File: src/rtl/icx_pkg.sv
package icx_pkg;
   localparam int IDX_W  = 5;
   localparam int FUNC_W = 4;
   localparam int ADDR_W = FUNC_W + IDX_W;
   localparam int DATA_W = 32;

   typedef enum logic [FUNC_W-1:0] {
      F_MBOX    = 4'd0,
      F_PERIOD  = 4'd1,
      F_ACK     = 4'd2,
      F_HWI_SET = 4'd3,
      F_HWI_CLR = 4'd4,
      F_WTI_SET = 4'd5,
      F_WTI_CLR = 4'd6,
      F_PTI_SET = 4'd7,
      F_PTI_CLR = 4'd8,
      F_PRIO    = 4'd9,
      F_CONFIG  = 4'd10
   } icx_func_e;

   // priority word layout
   localparam int PTI_FLAG = 0;
   localparam int HWI_FLAG = 1;
   localparam int WTI_FLAG = 2;
   localparam int PTI_LSB  = 8;
   localparam int HWI_LSB  = 16;
   localparam int WTI_LSB  = 24;

   function automatic int sel_w(input int n);
      return (n > 1) ? $clog2(n) : 1;
   endfunction
endpackage

File: src/rtl/icx_lowest.sv
module icx_lowest #(
   parameter int W = 8
) (
   input  logic [W-1:0] vec,
   output logic         hit,
   output logic [4:0]   idx
);
   always_comb begin
      hit = |vec;
      idx = '0;
      for (int i = W - 1; i >= 0; i--) begin
         if (vec[i]) idx = 5'(i);
      end
   end
endmodule

File: src/rtl/icx_out_sel.sv
module icx_out_sel
   import icx_pkg::*;
#(
   parameter int NB_HWI = 8,
   parameter int NB_WTI = 8,
   parameter int NB_PTI = 4
) (
   input  logic [NB_HWI-1:0] hwi_pend,
   input  logic [NB_WTI-1:0] wti_pend,
   input  logic [NB_PTI-1:0] pti_pend,
   input  logic [NB_HWI-1:0] hwi_mask,
   input  logic [NB_WTI-1:0] wti_mask,
   input  logic [NB_PTI-1:0] pti_mask,
   output logic [DATA_W-1:0] status,
   output logic              irq
);
   logic       h_hit, w_hit, p_hit;
   logic [4:0] h_idx, w_idx, p_idx;

   icx_lowest #(.W(NB_HWI)) u_h (.vec(hwi_pend & hwi_mask), .hit(h_hit), .idx(h_idx));
   icx_lowest #(.W(NB_WTI)) u_w (.vec(wti_pend & wti_mask), .hit(w_hit), .idx(w_idx));
   icx_lowest #(.W(NB_PTI)) u_p (.vec(pti_pend & pti_mask), .hit(p_hit), .idx(p_idx));

   always_comb begin
      status = '0;
      status[PTI_FLAG] = p_hit;
      status[HWI_FLAG] = h_hit;
      status[WTI_FLAG] = w_hit;
      status[PTI_LSB +: 5] = p_idx;
      status[HWI_LSB +: 5] = h_idx;
      status[WTI_LSB +: 5] = w_idx;
   end

   assign irq = h_hit | w_hit | p_hit;
endmodule

File: src/rtl/icx_timer.sv
module icx_timer #(
   parameter int CW = 32
) (
   input  logic          clk,
   input  logic          rst_n,
   input  logic          load,
   input  logic [CW-1:0] load_val,
   input  logic          ack,
   output logic          pend,
   output logic [CW-1:0] period
);
   logic [CW-1:0] count;
   logic          expire;

   assign expire = !load && (period != '0) && (count <= CW'(1));

   always_ff @(posedge clk) begin
      if (!rst_n) begin
         period <= '0;
         count  <= '0;
         pend   <= 1'b0;
      end else begin
         if (load) begin
            period <= load_val;
            count  <= load_val;
         end else if (period != '0) begin
            count <= expire ? period : count - CW'(1);
         end
         if (expire)   pend <= 1'b1;   // a new tick wins over an acknowledge
         else if (ack) pend <= 1'b0;
      end
   end
endmodule

File: src/rtl/icx_mailbox.sv
module icx_mailbox
   import icx_pkg::*;
#(
   parameter int NB_WTI = 8,
   localparam int SW    = sel_w(NB_WTI)
) (
   input  logic              clk,
   input  logic              rst_n,
   input  logic              wr_en,
   input  logic              rd_en,
   input  logic [SW-1:0]     sel,
   input  logic [DATA_W-1:0] wdata,
   output logic [NB_WTI-1:0] pend,
   output logic [DATA_W-1:0] rdval
);
   logic [NB_WTI-1:0][DATA_W-1:0] slot;

   for (genvar s = 0; s < NB_WTI; s++) begin : g_slot
      logic hit;
      assign hit = (sel == SW'(s));
      always_ff @(posedge clk) begin
         if (!rst_n) begin
            slot[s] <= '0;
            pend[s] <= 1'b0;
         end else if (wr_en && hit) begin
            slot[s] <= wdata;
            pend[s] <= 1'b1;
         end else if (rd_en && hit) begin
            pend[s] <= 1'b0;
         end
      end
   end

   assign rdval = slot[sel];
endmodule

File: src/rtl/icx_concentrator.sv
module icx_concentrator
   import icx_pkg::*;
#(
   parameter int NB_OUT = 4,
   parameter int NB_HWI = 8,
   parameter int NB_WTI = 8,
   parameter int NB_PTI = 4
) (
   input  logic              clk,
   input  logic              rst_n,
   input  logic              bus_wr,
   input  logic              bus_rd,
   input  logic [8:0]        bus_addr,
   input  logic [31:0]       bus_wdata,
   output logic [31:0]       bus_rdata,
   input  logic [NB_HWI-1:0] hwi_in,
   output logic [NB_OUT-1:0] irq_out
);
   localparam int OW = sel_w(NB_OUT);
   localparam int WW = sel_w(NB_WTI);
   localparam int PW = sel_w(NB_PTI);

   if (NB_OUT < 1 || NB_OUT > 32) begin : g_bad_out
      $error("NB_OUT must lie in 1..32");
   end
   if (NB_HWI < 1 || NB_HWI > 32) begin : g_bad_hwi
      $error("NB_HWI must lie in 1..32");
   end
   if (NB_WTI < 1 || NB_WTI > 32) begin : g_bad_wti
      $error("NB_WTI must lie in 1..32");
   end
   if (NB_PTI < 1 || NB_PTI > 32) begin : g_bad_pti
      $error("NB_PTI must lie in 1..32");
   end

   icx_func_e  func;
   logic [4:0] idx;
   logic       out_ok, wti_ok, pti_ok;
   logic [OW-1:0] osel;
   logic [PW-1:0] psel;

   assign func   = icx_func_e'(bus_addr[ADDR_W-1:IDX_W]);
   assign idx    = bus_addr[IDX_W-1:0];
   assign out_ok = 32'(idx) < NB_OUT;
   assign wti_ok = 32'(idx) < NB_WTI;
   assign pti_ok = 32'(idx) < NB_PTI;
   assign osel   = idx[OW-1:0];
   assign psel   = idx[PW-1:0];

   // ---------------- masks ----------------
   logic [NB_OUT-1:0][NB_HWI-1:0] hwi_mask;
   logic [NB_OUT-1:0][NB_WTI-1:0] wti_mask;
   logic [NB_OUT-1:0][NB_PTI-1:0] pti_mask;

   always_ff @(posedge clk) begin
      if (!rst_n) begin
         hwi_mask <= '0;
         wti_mask <= '0;
         pti_mask <= '0;
      end else if (bus_wr && out_ok) begin
         case (func)
            F_HWI_SET: hwi_mask[osel] <= hwi_mask[osel] |  bus_wdata[NB_HWI-1:0];
            F_HWI_CLR: hwi_mask[osel] <= hwi_mask[osel] & ~bus_wdata[NB_HWI-1:0];
            F_WTI_SET: wti_mask[osel] <= wti_mask[osel] |  bus_wdata[NB_WTI-1:0];
            F_WTI_CLR: wti_mask[osel] <= wti_mask[osel] & ~bus_wdata[NB_WTI-1:0];
            F_PTI_SET: pti_mask[osel] <= pti_mask[osel] |  bus_wdata[NB_PTI-1:0];
            F_PTI_CLR: pti_mask[osel] <= pti_mask[osel] & ~bus_wdata[NB_PTI-1:0];
            default: ;
         endcase
      end
   end

   // ---------------- mailboxes ----------------
   logic [NB_WTI-1:0] wti_pend;
   logic [31:0]       mbox_rdval;

   icx_mailbox #(.NB_WTI(NB_WTI)) u_mbox (
      .clk   (clk),
      .rst_n (rst_n),
      .wr_en (bus_wr && func == F_MBOX && wti_ok),
      .rd_en (bus_rd && !bus_wr && func == F_MBOX && wti_ok),
      .sel   (idx[WW-1:0]),
      .wdata (bus_wdata),
      .pend  (wti_pend),
      .rdval (mbox_rdval)
   );

   // ---------------- timers ----------------
   logic [NB_PTI-1:0]       pti_pend;
   logic [NB_PTI-1:0][31:0] pti_period;

   for (genvar p = 0; p < NB_PTI; p++) begin : g_pti
      icx_timer #(.CW(32)) u_tmr (
         .clk      (clk),
         .rst_n    (rst_n),
         .load     (bus_wr && func == F_PERIOD && idx == 5'(p)),
         .load_val (bus_wdata),
         .ack      (bus_rd && !bus_wr && func == F_ACK && idx == 5'(p)),
         .pend     (pti_pend[p]),
         .period   (pti_period[p])
      );
   end

   // ---------------- per-output selection ----------------
   logic [NB_OUT-1:0][31:0] status;

   for (genvar o = 0; o < NB_OUT; o++) begin : g_out
      icx_out_sel #(.NB_HWI(NB_HWI), .NB_WTI(NB_WTI), .NB_PTI(NB_PTI)) u_sel (
         .hwi_pend (hwi_in),
         .wti_pend (wti_pend),
         .pti_pend (pti_pend),
         .hwi_mask (hwi_mask[o]),
         .wti_mask (wti_mask[o]),
         .pti_mask (pti_mask[o]),
         .status   (status[o]),
         .irq      (irq_out[o])
      );
   end

   // ---------------- read path ----------------
   logic [31:0] rd_mux;

   always_comb begin
      rd_mux = '0;
      case (func)
         F_MBOX:              if (wti_ok) rd_mux = mbox_rdval;
         F_PERIOD, F_ACK:     if (pti_ok) rd_mux = pti_period[psel];
         F_HWI_SET, F_HWI_CLR: if (out_ok) rd_mux = 32'(hwi_mask[osel]);
         F_WTI_SET, F_WTI_CLR: if (out_ok) rd_mux = 32'(wti_mask[osel]);
         F_PTI_SET, F_PTI_CLR: if (out_ok) rd_mux = 32'(pti_mask[osel]);
         F_PRIO:              if (out_ok) rd_mux = status[osel];
         F_CONFIG:            rd_mux = {8'h00, 8'(NB_WTI), 8'(NB_HWI), 8'(NB_PTI)};
         default:             rd_mux = '0;
      endcase
   end

   always_ff @(posedge clk) begin
      if (!rst_n)      bus_rdata <= '0;
      else if (bus_rd) bus_rdata <= rd_mux;
   end
endmodule

File: config.mk
export PLATFORM = sky130hd
export DESIGN_NAME = icx_concentrator
export DESIGN_NICKNAME = d
export VERILOG_FILES = /design/src/rtl/icx_pkg.sv /design/src/rtl/icx_lowest.sv /design/src/rtl/icx_out_sel.sv /design/src/rtl/icx_timer.sv /design/src/rtl/icx_mailbox.sv /design/src/rtl/icx_concentrator.sv
export SDC_FILE = /design/constraint.sdc
export NUM_CORES = 2
export LEC_CHECK = 0
export BUFFER_PORTS_ARGS = -buffer_cell sky130_fd_sc_hd__buf_2
export CORE_ASPECT_RATIO = 0.7
export CORE_UTILIZATION = 50
export CTS_BUF_LIST = sky130_fd_sc_hd__clkbuf_4 sky130_fd_sc_hd__clkbuf_8 sky130_fd_sc_hd__clkbuf_16
export CTS_CLUSTER_DIAMETER = 120
export DETAILED_ROUTE_END_ITERATION = 7
export PLACE_DENSITY = 0.68
export SETUP_SLACK_MARGIN = 0.02
export SYNTH_ARGS = -nofsm -noshare
export SYNTH_HDL_FRONTEND = slang
export SYNTH_HIERARCHICAL = 1
export SYNTH_SLANG_ARGS = --single-unit
File: constraint.sdc
create_clock -name clk -period 2.7 [get_ports clk]
set_input_delay 0.135 -clock clk [delete_from_list [all_inputs] [get_ports clk]]
set_output_delay 0.135 -clock clk [all_outputs]
set_load 0.1 [all_outputs]
==> Yosys cells after proc, flatten, opt, wreduce, memory -nomap -nowiden <==
Index checks and enable logic that the tools add are counted.
{ "classes": {"n_addsub": 4, "n_lt_le_gt_ge": 9, "n_eq_ne": 20, "muxes": 148, "bitwise_logic": 28, "reduce_logical": 91} }
{ "op_table": {"columns": ["operator", "count"], "rows": [
  ["32-bit two-way mux", 18],
  ["5-bit two-way mux", 68],
  ["32-bit case mux with 7 select lines", 1],
  ["32-bit binary-select mux with 2-bit select", 2],
  ["32-bit bitwise mux", 4],
  ["32-bit by 1-bit <= comparator with 1-bit output, second input constant", 4],
  ["32-bit case mux with 2 select lines", 2],
  ["32-bit nonzero test", 4],
  ["32-bit by 1-bit subtractor with 32-bit output, second input constant", 4],
  ["32-bit binary-select mux with 3-bit select", 1],
  ["8-bit AND", 10],
  ["8-bit OR reduction", 8],
  ["1-bit logical AND", 41],
  ["8-bit two-way mux", 5],
  ["2-bit nonzero test", 19],
  ["8-bit binary-select mux with 2-bit select", 2],
  ["16-bit bitwise mux", 2],
  ["16-bit case mux with 2 select lines", 1],
  ["1-bit two-way mux", 24],
  ["3-bit two-way mux", 8],
  ["4-bit AND", 5],
  ["8-bit demux with 2-bit select", 1],
  ["4-bit by 3-bit == test with 1-bit output, second input constant", 4],
  ["8-bit bitwise OR", 2],
  ["other kinds (28)", 60]
]} }
{ "word_totals": {"register_bits": 636, "in_bits": 53, "out_inout_bits": 36} }

==> Logic depth before layout (Yosys ltp) <==
{ "depth": {"depth_word": 13, "mapped_depth": 12, "depth_no_buf": 8} }

==> Modules after synthesis <==
The synthesis kept the hierarchy.
{ "modules_own_cells": {"columns": ["mod", "n_inst", "cells_each", "area_each_um2"], "rows": [
  ["icx_timer", 4, 468, 3677.3],
  ["icx_mailbox", 1, 1309, 12258.0],
  ["icx_concentrator", 1, 659, 7448.4],
  ["icx_out_sel", 4, 39, 262.8],
  ["icx_lowest at g_out[0].u_sel.u_h ...", 8, 16, 100.1],
  ["icx_lowest at g_out[0].u_sel.u_p ...", 4, 11, 61.3]
]} }

==> Worst setup path before layout <==
Ideal clock, no wire load.
{ "synth_path": {"path_type": "input to register", "start": "input port bus_addr[3]", "end": "register g_pti[3].u_tmr.count[24]", "arrival_ps": 2386, "required_ps": 2573, "path_slack_ps": 187, "path_stages": 11, "path_buffers": 3, "path_cell_list": "nor3_1 -> clkbuf_1 -> nand4_1 -> nor2_1 -> nor3_1 -> and4_1 -> buf_2 -> clkbuf_1 -> a32o_1 -> a311oi_1 -> o22ai_1"} }
{ "synth_between": {"elab_chain_cells": 8, "word_cells_on_any_way": 9, "cone_classes": "eq/ne (1); mux (3); reduce/logical (5)"} }
{ "synth_lines": {"columns": ["element", "line", "text"], "rows": [
  ["from (decl)", "icx_concentrator.sv:13", "input logic [8:0] bus_addr,"],
  ["5-bit by 2-bit == test with 1-bit output *", "icx_concentrator.sv:96", ".load (bus_wr && func == F_PERIOD && idx == 5'(p)),"],
  ["1-bit logical AND *", "icx_concentrator.sv:96", null],
  ["1-bit logical NOT", "icx_timer.sv:15", "assign expire = !load && (period != '0) && (count <= CW'(1));"],
  ["1-bit logical AND (2 in a row)", "icx_timer.sv:15", null],
  ["32-bit two-way mux", "icx_timer.sv:27", "count <= expire ? period : count - CW'(1);"],
  ["32-bit two-way mux", "icx_timer.sv:26", "end else if (period != '0) begin"],
  ["32-bit two-way mux", "icx_timer.sv:23", "if (load) begin"],
  ["to (signal assigned)", "icx_timer.sv:25", "count <= load_val;"],
  ["to (signal assigned)", "icx_timer.sv:27", null],
  ["to (decl)", "icx_timer.sv:12", "logic [CW-1:0] count;"]
]} }
Mark *: on every way between the ends. The rest lies on a longest branch, timed or not. The select of a mux whose other input is x is not followed.
A chain may end at the register's enable or synchronous reset.

==> Final worst setup path <==
{ "layout_path": {"start": "register g_pti[0].u_tmr.period[6]", "end": "register g_pti[0].u_tmr.count[21]"} }
{ "layout_between": {"elab_chain_cells": 6, "word_cells_on_any_way": 7, "cone_classes": "mux (3); reduce/logical (4)"} }
{ "layout_lines": {"columns": ["element", "line", "text"], "rows": [
  ["from (decl)", "icx_timer.sv:10", "output logic [CW-1:0] period"],
  ["from (signal assigned)", "icx_timer.sv:24", "period <= load_val;"],
  ["32-bit nonzero test *", "icx_timer.sv:15, icx_timer.sv:26", null],
  ["1-bit logical AND (2 in a row)", "icx_timer.sv:15", null],
  ["32-bit two-way mux", "icx_timer.sv:27", null],
  ["32-bit two-way mux", "icx_timer.sv:26", null],
  ["32-bit two-way mux", "icx_timer.sv:23", null],
  ["to (signal assigned)", "icx_timer.sv:25", null],
  ["to (signal assigned)", "icx_timer.sv:27", null],
  ["to (decl)", "icx_timer.sv:12", null]
]} }
Marked as above.

==> impl_metrics.csv <==
group,metric,value,unit
outcome,status,"finished clean",
timing,setup_viol,0,
power,p_per_area,585,mW/mm2
synthesis,synthArstFlopShare,0,%
critical_path,critical_path_class,"flip-flop to flip-flop",
synthesis,synth_top_area_share,34.9,%
global_route,grt_max_degree,202,
clock_tree,clk_pin_slew_worst_paths,0.06,ns
global_route,grt_first_pass_wirelength,206,mm
critical_path,max_stage_delay,0.54,ns
synthesis,synth_most_common_cell,"nand2_1",
drt,drt_iter0_markers,5022,
job,drv_cap,0,
placement,port_buffers,88,
placement,dp_hpwl,98.2,mm
synthesis,synth.area.top_cells,"dfxtp_1 35%, mux4_2 7.8%, nand2_1 7.5%",
global_route,grt_usage,36.5,%
clock_tree,cts_made_buffers,68,
floorplanning,coreArea,0.0719,mm2
drt,post_drt_wl_per_cell,26.2,um
critical_path,cp.required,3.24,ns
synthesis,synth_edf_count,0,
synthesis,syn_inst,4168,
synthesis,yosysSeqAreaShare,34.9,%
drt,viasPerCell,6.51,
timing,timing.setup.tns,0,ns
placement,place_inst,5201,
synthesis,synth_top_area_cell,"dfxtp_1",
floorplanning,die_h,228,um
timing,maxSlewViolCount,0,
clock_tree,clock_latency,0.63,ns
timing,slew_headroom,30.3,%
synthesis,synth_cell_type_count,88,
timing,rsz0062_at_grt,"no",
cells_and_area,synthToLayoutAreaGrowth,13.3,%
critical_path,slowest_stage,"or2_2",
global_route,overflow,0,
synthesis,synth_common_cells,"733 x nand2_1, 636 x dfxtp_1, 210 x nor2_1, 203 x a21boi_0, 181 x clkbuf_1",
floorplanning,initial_core_util,50.8,%
floorplanning,die-area,0.0741,mm2
clock_tree,htreeDepth,3,
placement,globalplace.congestion,1.02,
critical_path,arrival,3.20,ns
drt,vias,34800,
timing,period_minus_slack,2.66,ns
clock_tree,cts.sink_count,636,
floorplanning,rows,82,
timing,tightestPinTransition,1.02,ns
clock_tree,cts_tree,"done",
critical_path,start_kind,"flip-flop",
power,p_leak,15.5,nW
clock_tree,clk_path_buf_depth,3,
cells_and_area,nets,4382,
synthesis,netlist_area,0.0365,mm2
worst_hold_path,hp-class,"input port to flip-flop",
timing,hold_violations,0,
power,power,0.0242,W
cells_and_area,stdcell_count,5339,
critical_path,cp.buffers_inverters,1,
synthesis,ys_seq_elements,636,
critical_path,cp_cell_sequence,"nor4_4, nand4_1, or2_2, a31oi_1, nand2_1, buf_4, o22ai_1",
global_route,antenna_found_initial,4,
critical_path,crit_family,"simple AND/OR/NAND/NOR gates",
synthesis,yosysWarningCount,6,
synthesis,dominantRegCellSynth,"dfxtp_1",
cells_and_area,drive_above_1_share,18.9,%
drt,drcViolationCount,0,
timing,fin_crit_sh,98.5,%
floorplanning,io_pins,89,
critical_path,cp_max_fo,13,
drt,drtPass1Iterations,8,
timing,finClkSkew,0.0239,ns
synthesis,avgSynthCellArea,8.76,um2
floorplanning,die_x,325,um
power,ir_drop,416,uV
clock_tree,clock-root-buffer,"clkbuf_16",
timing,max_clock_freq,376,MHz
drt,wirelength,140,mm
critical_path,cp-end-kind,"flip-flop",
global_route,grt_pass1_vias,31100,
drt,drtAntennaViolNets,0,
[worst register-to-register path, delay by kind of cell, from the launching register on]
family,cells,cell delay (ns)
DFF,1,0.45
AOI/OAI and AO/OA,2,0.48
and+or+nand+nor,4,1.47
buffers and inverters,1,0.18
[final timing paths]
check,from,to,slack [ns],depth (start not counted)
setup / recovery,g_pti[0].u_tmr/period[6],g_pti[0].u_tmr/count[21],0.04,7
hold / removal,bus_wdata[25],u_mbox/slot[57],0.04,3
setup reg to reg,g_pti[0].u_tmr/period[6],g_pti[0].u_tmr/count[21],0.04,7
hold reg to reg,bus_rdata[30],bus_rdata[30],0.44,2
[registers in the layout, indices dropped and copies added (netlist names)]
register / flops
wti_mask: 32
g_pti.u_tmr/period: 128
g_pti.u_tmr/pend: 4
g_pti.u_tmr/count: 128
hwi_mask: 32
bus_rdata: 32
u_mbox/slot: 256
pti_mask: 16
u_mbox/pend: 8
[where the power goes]
group | switching [W] | internal, W
combinational | 0.00299 | 0.00186
sequential | 0.0000861 | 0.00945
clock | 0.00414 | 0.00567
total | 0.00722 | 0.0170
[per-stage QoR]
stage / worst slack, ns / hold WS [ns] / utilization (%) / area, um2
6_report: 0.0395 / 0.0379 / 57.5 / 41400
4_1_cts: 0.0204 / 0.000523 / 57.4 / 41300
5_1_grt: 0.00395 / 0.0278 / 57.5 / 41300
3_5_place_dp: -0.376 / 0.440 / 54.0 / 38800
3_3_place_gp: -0.262 / 0.433 / 54.0 / 38800
2_1_floorplan: 0.187 / 0.273 / - / 36800
[final cells by class]
| type | count | area (um2) |
|---|---|---|
| Timing Repair Buffer | 453 | 3480 |
| Tap cell | 966 | 1210 |
| Inverter | 45 | 169 |
| Multi-Input combinational cell | 3117 | 21500 |
| Sequential cell | 636 | 12700 |
| Fill cell | 6497 | 30600 |
| Clock inverter | 27 | 338 |
| Antenna cell | 3 | 7.51 |
| Clock buffer | 92 | 1950 |
[placed cells by master (no fill, tap or decap), types with 67 or more instances in the layout]
| master | n |
|---|---|
| a21oi_1 | 174 |
| nand2_1 | 733 |
| dfxtp_1 | 636 |
| buf_4 | 336 |
| conb_1 | 84 |
| o21ai_0 | 161 |
| nor2b_1 | 99 |
| mux4_2 | 127 |
| nor3_1 | 79 |
| and3_1 | 67 |
| nor2_1 | 206 |
| a21boi_0 | 203 |
| clkbuf_16 | 70 |
| and2_1 | 89 |
| mux2i_1 | 160 |
| buf_2 | 81 |
| a21boi_1 | 75 |
[per-layer routing]
metal | GRT usage (%) | share of wire (%) | wire length [um] | vias up
met2 | 48.9 | 39 | 54900 | 2312
met5 | 0 | 0.0093 | 13 | -
met1 | 52.8 | 42 | 59300 | 16800
met4 | 11.9 | 3.4 | 4790 | 2
li1 | - | - | - | 15300
met3 | 14.2 | 15 | 21100 | 275
[timing repair]
action,CTS,global route
hold endpoints to repair,106,0
setup endpoints to repair,24,27
gates resized for setup,4,17
buffers inserted,0,3
pin swaps,0,5
hold buffers,13,0
[kinds of logic after synthesis]
logic type                 count (synthesis)  share of synthesized area [%]
buffers and inverters                    483                           7.37
DFF                                      636                           34.9
adders and majority gates                  8                          0.274
AOI/OAI and AO/OA                       1057                           20.2
and+or+nand+nor                         1599                           21.5
xor gates and xnor gates                   5                          0.120
other                                     16                          0.164
muxes                                    364                           15.5
Note: power is estimated with default switching activity, not from simulation.
